File: src/rtl/pts_pkg.sv
package pts_pkg;

  // Next index of a counter that wraps at lim.
  function automatic int unsigned wrap_inc(input int unsigned v, input int unsigned lim);
    return (v + 1 >= lim) ? 0 : v + 1;
  endfunction

  // Number of bits needed to hold the values 0..n-1 (at least 1).
  function automatic int unsigned idx_bits(input int unsigned n);
    return (n > 1) ? $clog2(n) : 1;
  endfunction

endpackage

File: src/rtl/pts_scan_seq.sv
module pts_scan_seq
  import pts_pkg::*;
#(
  parameter int ROWS  = 8,
  parameter int DWELL = 4,
  localparam int ROW_W = idx_bits(ROWS),
  localparam int DW_W  = idx_bits(DWELL)
) (
  input  logic             clk,
  input  logic             rst_n,
  output logic [ROWS-1:0]  row_drive,
  output logic [ROW_W-1:0] row_idx,
  output logic             sample,
  output logic             pass_end
);

  logic [ROW_W-1:0] row_q;
  logic [DW_W-1:0]  dw_q;

  assign row_idx  = row_q;
  assign sample   = (dw_q == DW_W'(DWELL - 1));
  assign pass_end = sample && (row_q == ROW_W'(ROWS - 1));

  always_comb begin
    row_drive        = '0;
    row_drive[row_q] = 1'b1;
  end

  always_ff @(posedge clk or negedge rst_n) begin
    if (!rst_n) begin
      row_q <= '0;
      dw_q  <= '0;
    end else if (sample) begin
      dw_q  <= '0;
      row_q <= ROW_W'(wrap_inc(int'(row_q), ROWS));
    end else begin
      dw_q  <= dw_q + DW_W'(1);
    end
  end

  // the row select holds until a sample, then moves up by one row or wraps to row 0
  assert_row_hold_R2: assert property (@(posedge clk) disable iff (!rst_n)
    !sample |=> $stable(row_drive));
  assert_row_step_R2: assert property (@(posedge clk) disable iff (!rst_n)
    (sample && !row_drive[ROWS-1]) |=> (row_drive == ($past(row_drive) << 1)));
  assert_row_wrap_R2: assert property (@(posedge clk) disable iff (!rst_n)
    (sample && row_drive[ROWS-1]) |=> row_drive[0]);

endmodule

File: src/rtl/pts_press_edge.sv
module pts_press_edge
  import pts_pkg::*;
#(
  parameter int ROWS = 8,
  parameter int COLS = 8,
  localparam int ROW_W = idx_bits(ROWS)
) (
  input  logic             clk,
  input  logic             rst_n,
  input  logic             mode,
  input  logic             sample,
  input  logic [ROW_W-1:0] row_idx,
  input  logic [COLS-1:0]  col_sense,
  output logic [COLS-1:0]  rise
);

  // One history bit per pixel: set while that pixel was seen pressed at its last sample.
  logic [COLS-1:0] seen_q [ROWS];

  function automatic logic [COLS-1:0] new_press(input logic [COLS-1:0] now_pressed,
                                                input logic [COLS-1:0] was_pressed);
    return now_pressed & ~was_pressed;
  endfunction

  assign rise = new_press(col_sense, seen_q[row_idx]);

  always_ff @(posedge clk or negedge rst_n) begin
    if (!rst_n) begin
      for (int r = 0; r < ROWS; r++) seen_q[r] <= '0;
    end else if (mode) begin
      for (int r = 0; r < ROWS; r++) seen_q[r] <= '0;
    end else if (sample) begin
      seen_q[row_idx] <= col_sense;
    end
  end

  // once a load cycle has passed, every pressed column counts as a new press
  assert_hist_clear_R8: assert property (@(posedge clk) disable iff (!rst_n)
    mode |=> (rise == col_sense));

endmodule

File: src/rtl/pts_pixel_store.sv
module pts_pixel_store
  import pts_pkg::*;
#(
  parameter int ROWS = 8,
  parameter int COLS = 8,
  localparam int ROW_W = idx_bits(ROWS),
  localparam int NPIX  = ROWS * COLS
) (
  input  logic             clk,
  input  logic             rst_n,
  input  logic             mode,
  input  logic             sample,
  input  logic [ROW_W-1:0] row_idx,
  input  logic [COLS-1:0]  rise,
  input  logic [NPIX-1:0]  load_pixels,
  output logic [NPIX-1:0]  pixels
);

  logic [COLS-1:0] pix_q [ROWS];

  function automatic logic [COLS-1:0] flip_row(input logic [COLS-1:0] cur,
                                               input logic [COLS-1:0] hits);
    return cur ^ hits;
  endfunction

  always_ff @(posedge clk or negedge rst_n) begin
    if (!rst_n) begin
      for (int r = 0; r < ROWS; r++) pix_q[r] <= '0;
    end else if (mode) begin
      for (int r = 0; r < ROWS; r++) pix_q[r] <= load_pixels[r*COLS +: COLS];
    end else if (sample) begin
      pix_q[row_idx] <= flip_row(pix_q[row_idx], rise);
    end
  end

  for (genvar g = 0; g < ROWS; g++) begin : g_out
    assign pixels[g*COLS +: COLS] = pix_q[g];
  end

  // in load mode the picture follows the load port one cycle later
  assert_load_R7: assert property (@(posedge clk) disable iff (!rst_n)
    mode |=> (pixels == $past(load_pixels)));
  // with mode low, the picture changes only at a sample
  assert_quiet_R4: assert property (@(posedge clk) disable iff (!rst_n)
    (!mode && !sample) |=> $stable(pixels));
  // a sample flips exactly as many pixels as there were new presses
  assert_flip_count_R9: assert property (@(posedge clk) disable iff (!rst_n)
    (!mode && sample) |=> ($countones(pixels ^ $past(pixels)) == $countones($past(rise))));

endmodule

File: src/rtl/pts_matrix_scanner.sv
module pts_matrix_scanner
  import pts_pkg::*;
#(
  parameter int ROWS  = 8,
  parameter int COLS  = 8,
  parameter int DWELL = 4,
  localparam int ROW_W = idx_bits(ROWS),
  localparam int NPIX  = ROWS * COLS
) (
  input  logic            clk,
  input  logic            rst_n,
  input  logic            mode,
  input  logic [NPIX-1:0] load_pixels,
  input  logic [COLS-1:0] col_sense,
  output logic [ROWS-1:0] row_drive,
  output logic [NPIX-1:0] pixels,
  output logic            scan_done
);

  logic [ROW_W-1:0] row_idx;
  logic             sample;
  logic             pass_end;
  logic [COLS-1:0]  rise;

  pts_scan_seq #(.ROWS(ROWS), .DWELL(DWELL)) u_seq (
    .clk(clk), .rst_n(rst_n), .row_drive(row_drive), .row_idx(row_idx),
    .sample(sample), .pass_end(pass_end)
  );

  pts_press_edge #(.ROWS(ROWS), .COLS(COLS)) u_edge (
    .clk(clk), .rst_n(rst_n), .mode(mode), .sample(sample), .row_idx(row_idx),
    .col_sense(col_sense), .rise(rise)
  );

  pts_pixel_store #(.ROWS(ROWS), .COLS(COLS)) u_store (
    .clk(clk), .rst_n(rst_n), .mode(mode), .sample(sample), .row_idx(row_idx),
    .rise(rise), .load_pixels(load_pixels), .pixels(pixels)
  );

  always_ff @(posedge clk or negedge rst_n) begin
    if (!rst_n) scan_done <= 1'b0;
    else        scan_done <= pass_end;
  end

  // the end-of-pass marker lasts one cycle and comes when row 0 is selected again
  assert_done_single_R3: assert property (@(posedge clk) disable iff (!rst_n)
    scan_done |=> !scan_done);
  assert_done_row0_R3: assert property (@(posedge clk) disable iff (!rst_n)
    scan_done |-> row_drive[0]);

endmodule

File: config.mk
export PLATFORM = sky130hd
export DESIGN_NAME = pts_matrix_scanner
export DESIGN_NICKNAME = d
export VERILOG_FILES = /design/src/rtl/pts_pkg.sv /design/src/rtl/pts_scan_seq.sv /design/src/rtl/pts_press_edge.sv /design/src/rtl/pts_pixel_store.sv /design/src/rtl/pts_matrix_scanner.sv
export SDC_FILE = /design/constraint.sdc
export NUM_CORES = 1
export LEC_CHECK = 0
export BUFFER_PORTS_ARGS = -buffer_cell sky130_fd_sc_hd__buf_2
export CAP_MARGIN = 20
export CORE_MARGIN = 2
export CORE_UTILIZATION = 35
export CTS_BUF_LIST = sky130_fd_sc_hd__clkbuf_4 sky130_fd_sc_hd__clkbuf_8
export CTS_CLUSTER_DIAMETER = 60
export DETAILED_ROUTE_END_ITERATION = 8
export GPL_TIMING_DRIVEN = 1
export SKIP_LAST_GASP = 1
export SLEW_MARGIN = 10
export SYNTH_ARGS = -nofsm -noshare
export SYNTH_HDL_FRONTEND = slang
export SYNTH_SLANG_ARGS = --single-unit
File: constraint.sdc
create_clock -name clk -period 2 [get_ports clk]
set_clock_uncertainty 0.15 [all_clocks]
set_input_delay 0.3 -clock clk [delete_from_list [all_inputs] [get_ports clk]]
set_output_delay 0.3 -clock clk [all_outputs]
set_load 0.01 [all_outputs]
# == Word-level counts from Yosys, hierarchy flattened ==
# Cells that the tools add are included.
# totals
ff_bits,134
inputBits,75
out_inout_bits,73
# op_classes
add_sub_neg,2
order_cmp,5
eq_ne,2
n_mux,18
bitwise_logic,4
n_reduce_logical,4
# ops
cell,count
2-to-1 mux 64 bit,4
bitwise mux 64 bit,2
binary-select mux 8 bit (select 3 bit),2
2-to-1 mux 8 bit,5
demux 8 bit (select 3 bit),1
bitwise AND 8 bit,1
">= comparator 4 bit, second input constant",2
NOT 8 bit,1
XOR 8 bit,1
"adder 3 x 1 -> 4 bit, second input constant",1
"less-than comparator 3 x 4 -> 1 bit, second input constant",1
"less-than comparator 4 x 1 -> 1 bit, second input constant",1
NOT 3 -> 4 bit,1
demux 1 bit (select 3 bit),1
"== test 3 bit, second input constant",1
">= comparator 3 x 1 -> 1 bit, second input constant",1
logical AND 1 bit,3
2-to-1 mux 3 bit,1
"adder 2 x 1 -> 2 bit, second input constant",1
"== test 2 bit, second input constant",1
2-to-1 mux 2 bit,1
nonzero test 2 bit,1
2-to-1 mux 1 bit,1

# == Longest topological paths before layout ==
# Gate-level depths: netlist of the first run.
# logic_depth
depth_word,10
mapped_depth,9
ltp_nobuf,6

# == By module ==
# Synthesis of the first run repeated with hierarchy kept, for this count alone.
# hier_totals
cells_unflattened,772
area_unflattened_um2,7405.9
# modules_own_cells
mod,n_inst,cells_per_inst,area_per_inst_um2
pts_pixel_store,1,388,3722.3
pts_press_edge,1,355,3337.0
pts_scan_seq,1,28,321.6
pts_matrix_scanner,1,1,25.0

# == Worst setup path before layout of the first run ==
# OpenSTA, ideal clock, no wires.
# synth_path
path_kind,flip-flop to flip-flop
from,register u_seq.row_q[1] (netlist: u_seq.row_idx[1])
to,"register u_store.pix_q, in the netlist u_store.pixels[6]"
setup_ns,0.135
arrival_time_ns,1.931
setup_slack_ns,-0.217
path_stages_with_launch,10
n_path_buf,4
cell_sequence,dfrtp_1 > buf_2 > buf_2 > buf_4 > nor3_1 > and2_1 > nor2_1 > buf_2 > a22oi_1 > o21ai_0
# synth_between
elab_chain_len,10
# synth_rtl
item,line_no,text
"start, declared",pts_scan_seq.sv:17,logic [ROW_W-1:0] row_q;
"start signal, assigned",pts_scan_seq.sv:35,"row_q <= ROW_W'(wrap_inc(int'(row_q), ROWS));"
NOT 3 -> 4 bit (implied by the code) *,"pts_press_edge.sv:25, pts_pixel_store.sv:32",
binary-select mux 8 bit (select 3 bit),pts_press_edge.sv:25,"assign rise = new_press(col_sense, seen_q[row_idx]);"
2-to-1 mux 8 bit (implied by the code) (2 in series),pts_press_edge.sv:25,
NOT 8 bit,pts_press_edge.sv:22,return now_pressed & ~was_pressed;
bitwise AND 8 bit,pts_press_edge.sv:22,
XOR 8 bit,pts_pixel_store.sv:23,return cur ^ hits;
bitwise mux 64 bit *,pts_pixel_store.sv:32,"pix_q[row_idx] <= flip_row(pix_q[row_idx], rise);"
2-to-1 mux 64 bit *,pts_pixel_store.sv:31,end else if (sample) begin
2-to-1 mux 64 bit *,pts_pixel_store.sv:29,end else if (mode) begin
"end signal, assigned by index",pts_pixel_store.sv:32,
"end, declared",pts_pixel_store.sv:19,logic [COLS-1:0] pix_q [ROWS];
# Mark *: on every way between the ends. The rest lies on a longest branch, timed or not. The select of a mux whose other input is x is not followed.
# A chain may end at the register's enable or synchronous reset.

# == Final worst setup path of the first run ==
# layout_path
from,register u_seq.row_q[2] (netlist: u_seq.row_idx[2])
to,output port row_drive[2]
# layout_between
elab_chain_len,4
# layout_rtl
item,line_no,text
less-than comparator 3 x 4 -> 1 bit (implied by the code) or >= comparator 3 x 1 -> 1 bit (tied branches),pts_scan_seq.sv:26,row_drive[row_q] = 1'b1;
logical AND 1 bit (implied by the code),pts_scan_seq.sv:26,
2-to-1 mux 1 bit (implied by the code),pts_scan_seq.sv:26,
demux 1 bit (select 3 bit) *,-,
"end, declared",pts_matrix_scanner.sv:15,"output logic [ROWS-1:0] row_drive,"
# Mark *: on every way between the ends. The rest lies on a longest branch, timed or not.

==> metrics, run 1 <==
die span in x=147 µm; max_cap viols=0; post-placement cell area=about 9000 µm²; Initial DRC Count=680; router iterations before antenna repair=5; number of global-route vias before repair=7,373; Synth area leaders=dfrtp_1, nand2_1, a21oi_1; DRT antenna net count=0; most common cell after layout, fill and taps aside=buf_2; Pins Over Slew Limit=0; CP startpoint=u_seq.row_idx[2]; fin nets=between 1,000 and 1,500; CTS Buf Count=17; Cell Area, Synth=7200 µm²; reg2reg setup slack=-0.24 ns; area leader, netlist=dfrtp_1; Sink Count=134; total track usage=between 20% and 30%; FF+latch count, synth=134; first-pass GRT wire length=42,300 µm; Vias=7,545; Post-synth ARST share=100%; f_max=about 0.44 GHz; WL per Instance=21.1 µm; Clock Tree Buf Depth=2; cell repeated most along the worst path=buf_6; H-tree depth=4; row count=between 50 and 60; Antenna Diode Count=0; synth unique cells=50; Cell Pwr Density=around 550 nW/µm²; Worst Path Max Fanout=5; worst-margin pin slew=between 0.4 and 0.5 ns; WP data required=roughly 1.6 ns; Hold Crit Class=input pin to register; Cell Count, Final, Fillers Out=about 1,400; fin crit share=113%; critical path, cell by cell=buf_6 > buf_12 > or3b_4 > inv_2 > buf_6 > buf_6; Critical R2R Launch=u_seq.row_idx[0]; DR DRC count=0; Root Driver=clkbuf_8; placed cells=1,208; commonest cells after routing, fill and taps aside=buf_2, dfrtp_1, buf_4, nand2_1, a21oi_1; Die Span Y=147 µm; outcome=finished, violations left; DPL Wire Length=18,600 µm; Worst setup SP type=register; Worst path slowest cell=dfrtp_2; via density per instance=5.54; Critical Path End=row_drive[2]; ys flop type=dfrtp_1; Fin. Hold Viols=0; CP max stage delay=approximately 0.44 ns; Worst Setup Path Type=register to primary output; Initial Util=about 36%; Core Region=between 20,000 and 25,000 µm²; TritonCTS clock tree=done; r2r worst-path depth=9; largest net degree at the start of global routing=89; final worst setup slack=-0.252 ns; final setup vio count=just under 80; unrepaired setup endpoints after global routing=true; Post-synth EDFFs=0; P&R area growth vs syn=59.2%; design area=around 11,000 µm²; Worst VDD drop=0.415 mV; relative slew slack=71.4%; reg2reg end=u_store.pixels[29]; Final Critical Period=2.25 ns; die area=around 22,000 µm²; port bufs=approximately 150; sequential cell area fraction in the yosys report=a little under half; Pleak=0.00518 µW; Remaining Overflow, GRT=0; worst endpoint data arrival time=between 1.5 and 2 ns; fraction of layout cells with a size suffix above 1=a little over two fifths; warnings from Yosys=0; GPL Wtd Cong=0.859; failing checks=negative setup slack; Synth Area per Inst=about 10 µm²; Reg clk slew, reported paths=about 0.08 ns; initial antenna violation count=0; Hold WS=0.0257 ns; DRT Wirelength=roughly 29,000 µm; Synth Instances=between 700 and 800; Yosys top cell area share=46.6%; I/O pin count=approximately 150; Syn Nets=~800; CP Capture Type=primary output; Worst-Skew Late Latency=~0.46 ns
==> critical path: cells and delay by family, from the launching register on <==
family / cells / cell delay (ns)
buffers and inverters: 5 / 0.52
DFF: 1 / 0.44
and+or+nand+nor: 1 / 0.37
==> area by class of cell <==
| class | instances | area [µm²] |
|---|---|---|
| multi-input cells | 534 | 4100 |
| inverters | 6 | 22.5 |
| clock buffers | 18 | 248 |
| clock inverters | 12 | 108 |
| fillers | 1679 | 8780 |
| flip-flops and latches | 134 | 3360 |
| repair buffers | 389 | 3280 |
| well taps | 270 | 338 |
==> cells in the mapped netlist (4+ instances only) <==
master	number
nor2_1	36
buf_6	6
and2_1	5
buf_1	4
o221ai_1	5
o21ai_1	20
nand3_1	30
buf_2	10
nor3b_1	37
a211o_1	5
mux4_2	14
nand2b_1	10
clkbuf_1	38
a21oi_1	71
o21ai_0	33
nor3_1	7
nor2b_1	4
or3_1	21
a22oi_1	25
a22o_1	28
mux2_2	10
nand2_1	105
mux2i_1	23
inv_1	5
buf_4	5
xnor2_1	9
dfrtp_1	134
==> kinds of logic (layout without fill, tap and decap cells) <==
logic type	count (synthesis)	after routing	synth area share, %
AOI/OAI and AO/OA	208	208	19.2
xor gates and xnor gates	11	11	1.44
adders and majority gates	3	3	0.522
buffers and inverters	69	425	4.66
DFF	134	134	46.6
muxes	47	47	9.14
and+or+nand+nor	265	265	18.5
==> state kept, by name, indices dropped and copies added, names as in the netlist <==
| register | count |
|---|---|
| u_edge.seen_q | 64 |
| scan_done | 1 |
| u_seq.dw_q | 2 |
| u_seq.row_idx | 3 |
| u_store.pixels | 64 |
==> report_power, final <==
part	internal (µW)	switching, µW	total [µW]
Combinational	584	576	1160
Clock	998	1140	2140
Sequential	2830	116	2950
Total	4410	1830	6250
==> through the flow <==
stage	setup slack (ns)	power (µW)	setup TNS [ns]	utilization (%)
after CTS	-0.206	6190	-9.11	53.8
after global placement	-0.148	3900	-3.75	45.4
final	-0.252	6250	-11.82	56.6
after global routing	-0.303	6480	-16.13	56.6
after floorplan	-0.0342	3420	-0.319	-
after detailed placement	-0.169	3910	-5.25	45.4
==> worst min-delay path by stage <==
stage	start	endpoint	slack [ns]	cells past startpoint
finish	load_pixels[40]	u_store.pixels[40]	0.03	4
floorplan	rst_n	scan_done	-0.15	0
CTS	load_pixels[40]	u_store.pixels[40]	0.006	4
global route	col_sense[2]	u_edge.seen_q[18]	0.04	3
global placement	rst_n	u_store.pixels[23]	0.09	1
detailed placement	rst_n	u_store.pixels[23]	0.09	1
==> routing by layer <==
layer,vias to the layer above,share of wire (%),track usage (%)
met5,-,0,0
met2,350,48,41.2
li1,3383,-,-
met1,3753,41,33.8
met4,0,2.8,8.46
met3,59,7.9,6.11
==> what timing repair did <==
action | 4_1_cts | 5_1_grt
pin swaps | 23 | 47
gates cloned | 4 | 4
buffers inserted | 36 | 27
setup endpoints to repair | 81 | 112
resized for setup | 77 | 97
endpoints found under the hold margin | 196 | 0
hold buffers | 63 | 0
No activity file was read; power rests on OpenSTA's default activity.
==> run 2, diff against run 1 <==
--- a/config.mk
+++ b/config.mk
@@ -8,8 +8,8 @@
 export BUFFER_PORTS_ARGS = -buffer_cell sky130_fd_sc_hd__buf_2
 export CAP_MARGIN = 20
-export CORE_MARGIN = 2
 export CORE_UTILIZATION = 35
 export CTS_BUF_LIST = sky130_fd_sc_hd__clkbuf_4 sky130_fd_sc_hd__clkbuf_8
 export CTS_CLUSTER_DIAMETER = 60
+export CTS_CLUSTER_SIZE = 14
 export DETAILED_ROUTE_END_ITERATION = 8
 export GPL_TIMING_DRIVEN = 1
==> constraint.sdc (replaced) <==
create_clock -name clk -period 2 [get_ports clk]
set_clock_uncertainty 0.15 [all_clocks]
set_input_delay 0.2 -clock clk [delete_from_list [all_inputs] [get_ports clk]]
set_output_delay 0.2 -clock clk [all_outputs]
set_load 0.01 [all_outputs]
==> run 2 against run 1 <==
  * The flow still finishes with violations (negative setup slack)
  * Cell area increased by 2.2%
  * Non-clock buffer count decreased by 2
  * Sequential power about the same
  * Core utilization increased by 1.4 points
  * Total power increased by 1.2%
  * Setup slack improved by 0.032 ns
  * Sequential share of layout area decreased by 0.64 points
  * Maximum frequency increased by 1.4%
  * Critical endpoint is now u_store.pixels[44]
  * Highest routed layer unchanged
==> metrics, run 2 (synthesized netlist as in run 1, its figures left out) <==
outcome=finished, violations left; failing checks=negative setup slack; die area=21,100 µm²; critical path, cell by cell=buf_6 > mux2_4 > a221oi_4 > o221ai_4 > buf_4 > or3_1 > nand3_1; first-pass GRT wire length=between 40,000 and 50,000 µm; Core Region=approximately 20,000 µm²; Sink Count=134; GPL Wtd Cong=between 0.8 and 0.9; worst-margin pin slew=between 0.4 and 0.5 ns; TritonCTS clock tree=done; commonest cells after routing, fill and taps aside=buf_2, dfrtp_1, buf_4, nand2_1, dlygate4sd3_1; P&R area growth vs syn=62.7%; fraction of layout cells with a size suffix above 1=~45%; Initial Util=35.7%; port bufs=147; DR DRC count=0; Worst Path Max Fanout=5; Final Critical Period=2.22 ns; Die Span Y=~150 µm; Hold Crit Class=input pin to register; Pins Over Slew Limit=0; I/O pin count=between 100 and 150; Worst Setup Path Type=register to register; Pleak=roughly 0.0052 µW; Reg clk slew, reported paths=around 0.09 ns; Worst VDD drop=0.394 mV; final setup vio count=78; Root Driver=clkbuf_8; Worst setup SP type=register; row count=52; router iterations before antenna repair=5; Cell Count, Final, Fillers Out=around 1,400; unrepaired setup endpoints after global routing=true; number of global-route vias before repair=7,330; DRT Wirelength=between 20,000 and 30,000 µm; DRT antenna net count=0; fin nets=1,158; post-route total power=~6300 µW; Initial DRC Count=about 540; Worst-Skew Late Latency=between 0.4 and 0.5 ns; die span in x=~150 µm; WL per Instance=21.0 µm; Remaining Overflow, GRT=0; CTS Buf Count=17; via density per instance=roughly 5.5; initial antenna violation count=1; Vias=7,504; Antenna Diode Count=0; max_cap viols=0; largest net degree at the start of global routing=97; Clock Tree Buf Depth=2; placed cells=between 1,000 and 1,500; worst slack at placement=-0.213 ns; relative slew slack=between 70% and 80%; worst endpoint data arrival time=roughly 2.5 ns; DPL Wire Length=18,300 µm; CP Capture Type=register; WP data required=around 2.3 ns; Cell Pwr Density=about 540 nW/µm²; total track usage=a little over a quarter; most common cell after layout, fill and taps aside=buf_2; final worst setup slack=-0.220 ns; CP max stage delay=around 0.44 ns; Fin. Hold Viols=0; Worst path slowest cell=dfrtp_2; Fillers=about 1,600; H-tree depth=4; f_max=0.450 GHz; fin crit share=111%
run 2: cell count changes in the layout (fill, tap and decap cells not counted), sizes merged:
cell	change
bufbuf	-1
clkbuf	+1
clkinv	-2
dlygate4sd3	+9
clkinvlp	+1
buf	-10
inv	+2
run 2: layout make-up:
type / count / area [µm²] / share of cell area [%]
sequential: 134 / 3360 / 28.7
multi-input combinational: 534 / 4270 / 36.5
inverter: 6 / 30.0 / 0.256
tap: 270 / 338 / 2.88
timing repair buffer: 387 / 3330 / 28.5
clock buffer: 19 / 262 / 2.23
clock inverter: 13 / 123 / 1.05
run 2: worst max-delay path: cells and delay by family, from the launching register on:
kind                   cells  cell delay, ns
DFF                        1            0.44
muxes                      1            0.32
AOI/OAI and AO/OA          2            0.49
and+or+nand+nor            2            0.44
buffers and inverters      2            0.33
run 2: through the flow:
stage	utilization, %	hold slack (ns)	TNS [ns]	instance area, µm²
finish	58.1	0.0519	-9.46	11700
global route	58.1	0.0354	-14.10	11700
CTS	55.7	0.0176	-8.08	11200
detailed placement	45.0	-0.125	-6.86	9070
global placement	45.0	-0.125	-5.09	9070
floorplan	-	-0.246	-0.319	7320
run 2: repair_timing:
action,CTS,global route
gates resized for setup,131,98
setup buffers,48,15
hold buffers,72,0
setup endpoints to repair,92,96
pin swaps,66,59
gates cloned,5,3
hold endpoints to repair,227,0
run 2: worst paths after layout:
path                       slack, ns  depth (start not counted)                 end        startpoint
hold / removal                  0.05                          4   u_edge.seen_q[48]      col_sense[0]
hold reg to reg                 0.30                          1       u_seq.dw_q[0]     u_seq.dw_q[0]
min in group asynchronous       0.15                          3   u_edge.seen_q[51]             rst_n
setup reg to reg               -0.22                          7  u_store.pixels[44]  u_seq.row_idx[2]
max in group asynchronous       0.74                          3  u_store.pixels[17]             rst_n
setup / recovery               -0.22                          7  u_store.pixels[44]  u_seq.row_idx[2]
run 2: report_power, final:
| part | switching, µW | total [µW] | leakage (µW) | internal (µW) |
|---|---|---|---|---|
| clock | 1170 | 2230 | 0.000185 | 1060 |
| combinational | 576 | 1150 | 0.00332 | 570 |
| sequential | 110 | 2940 | 0.00174 | 2830 |
| total | 1860 | 6320 | 0.00524 | 4460 |
run 2: metal layers:
metal	part of all wire, %	GRT usage, %	vias to the layer above	routed length [µm]
met5	0	0	-	0
met4	3.6	10.5	0	1040
met1	42	35.5	3681	12000
met2	47	41.9	371	13500
met3	7.6	5.45	67	2170
li1	-	-	3385	-
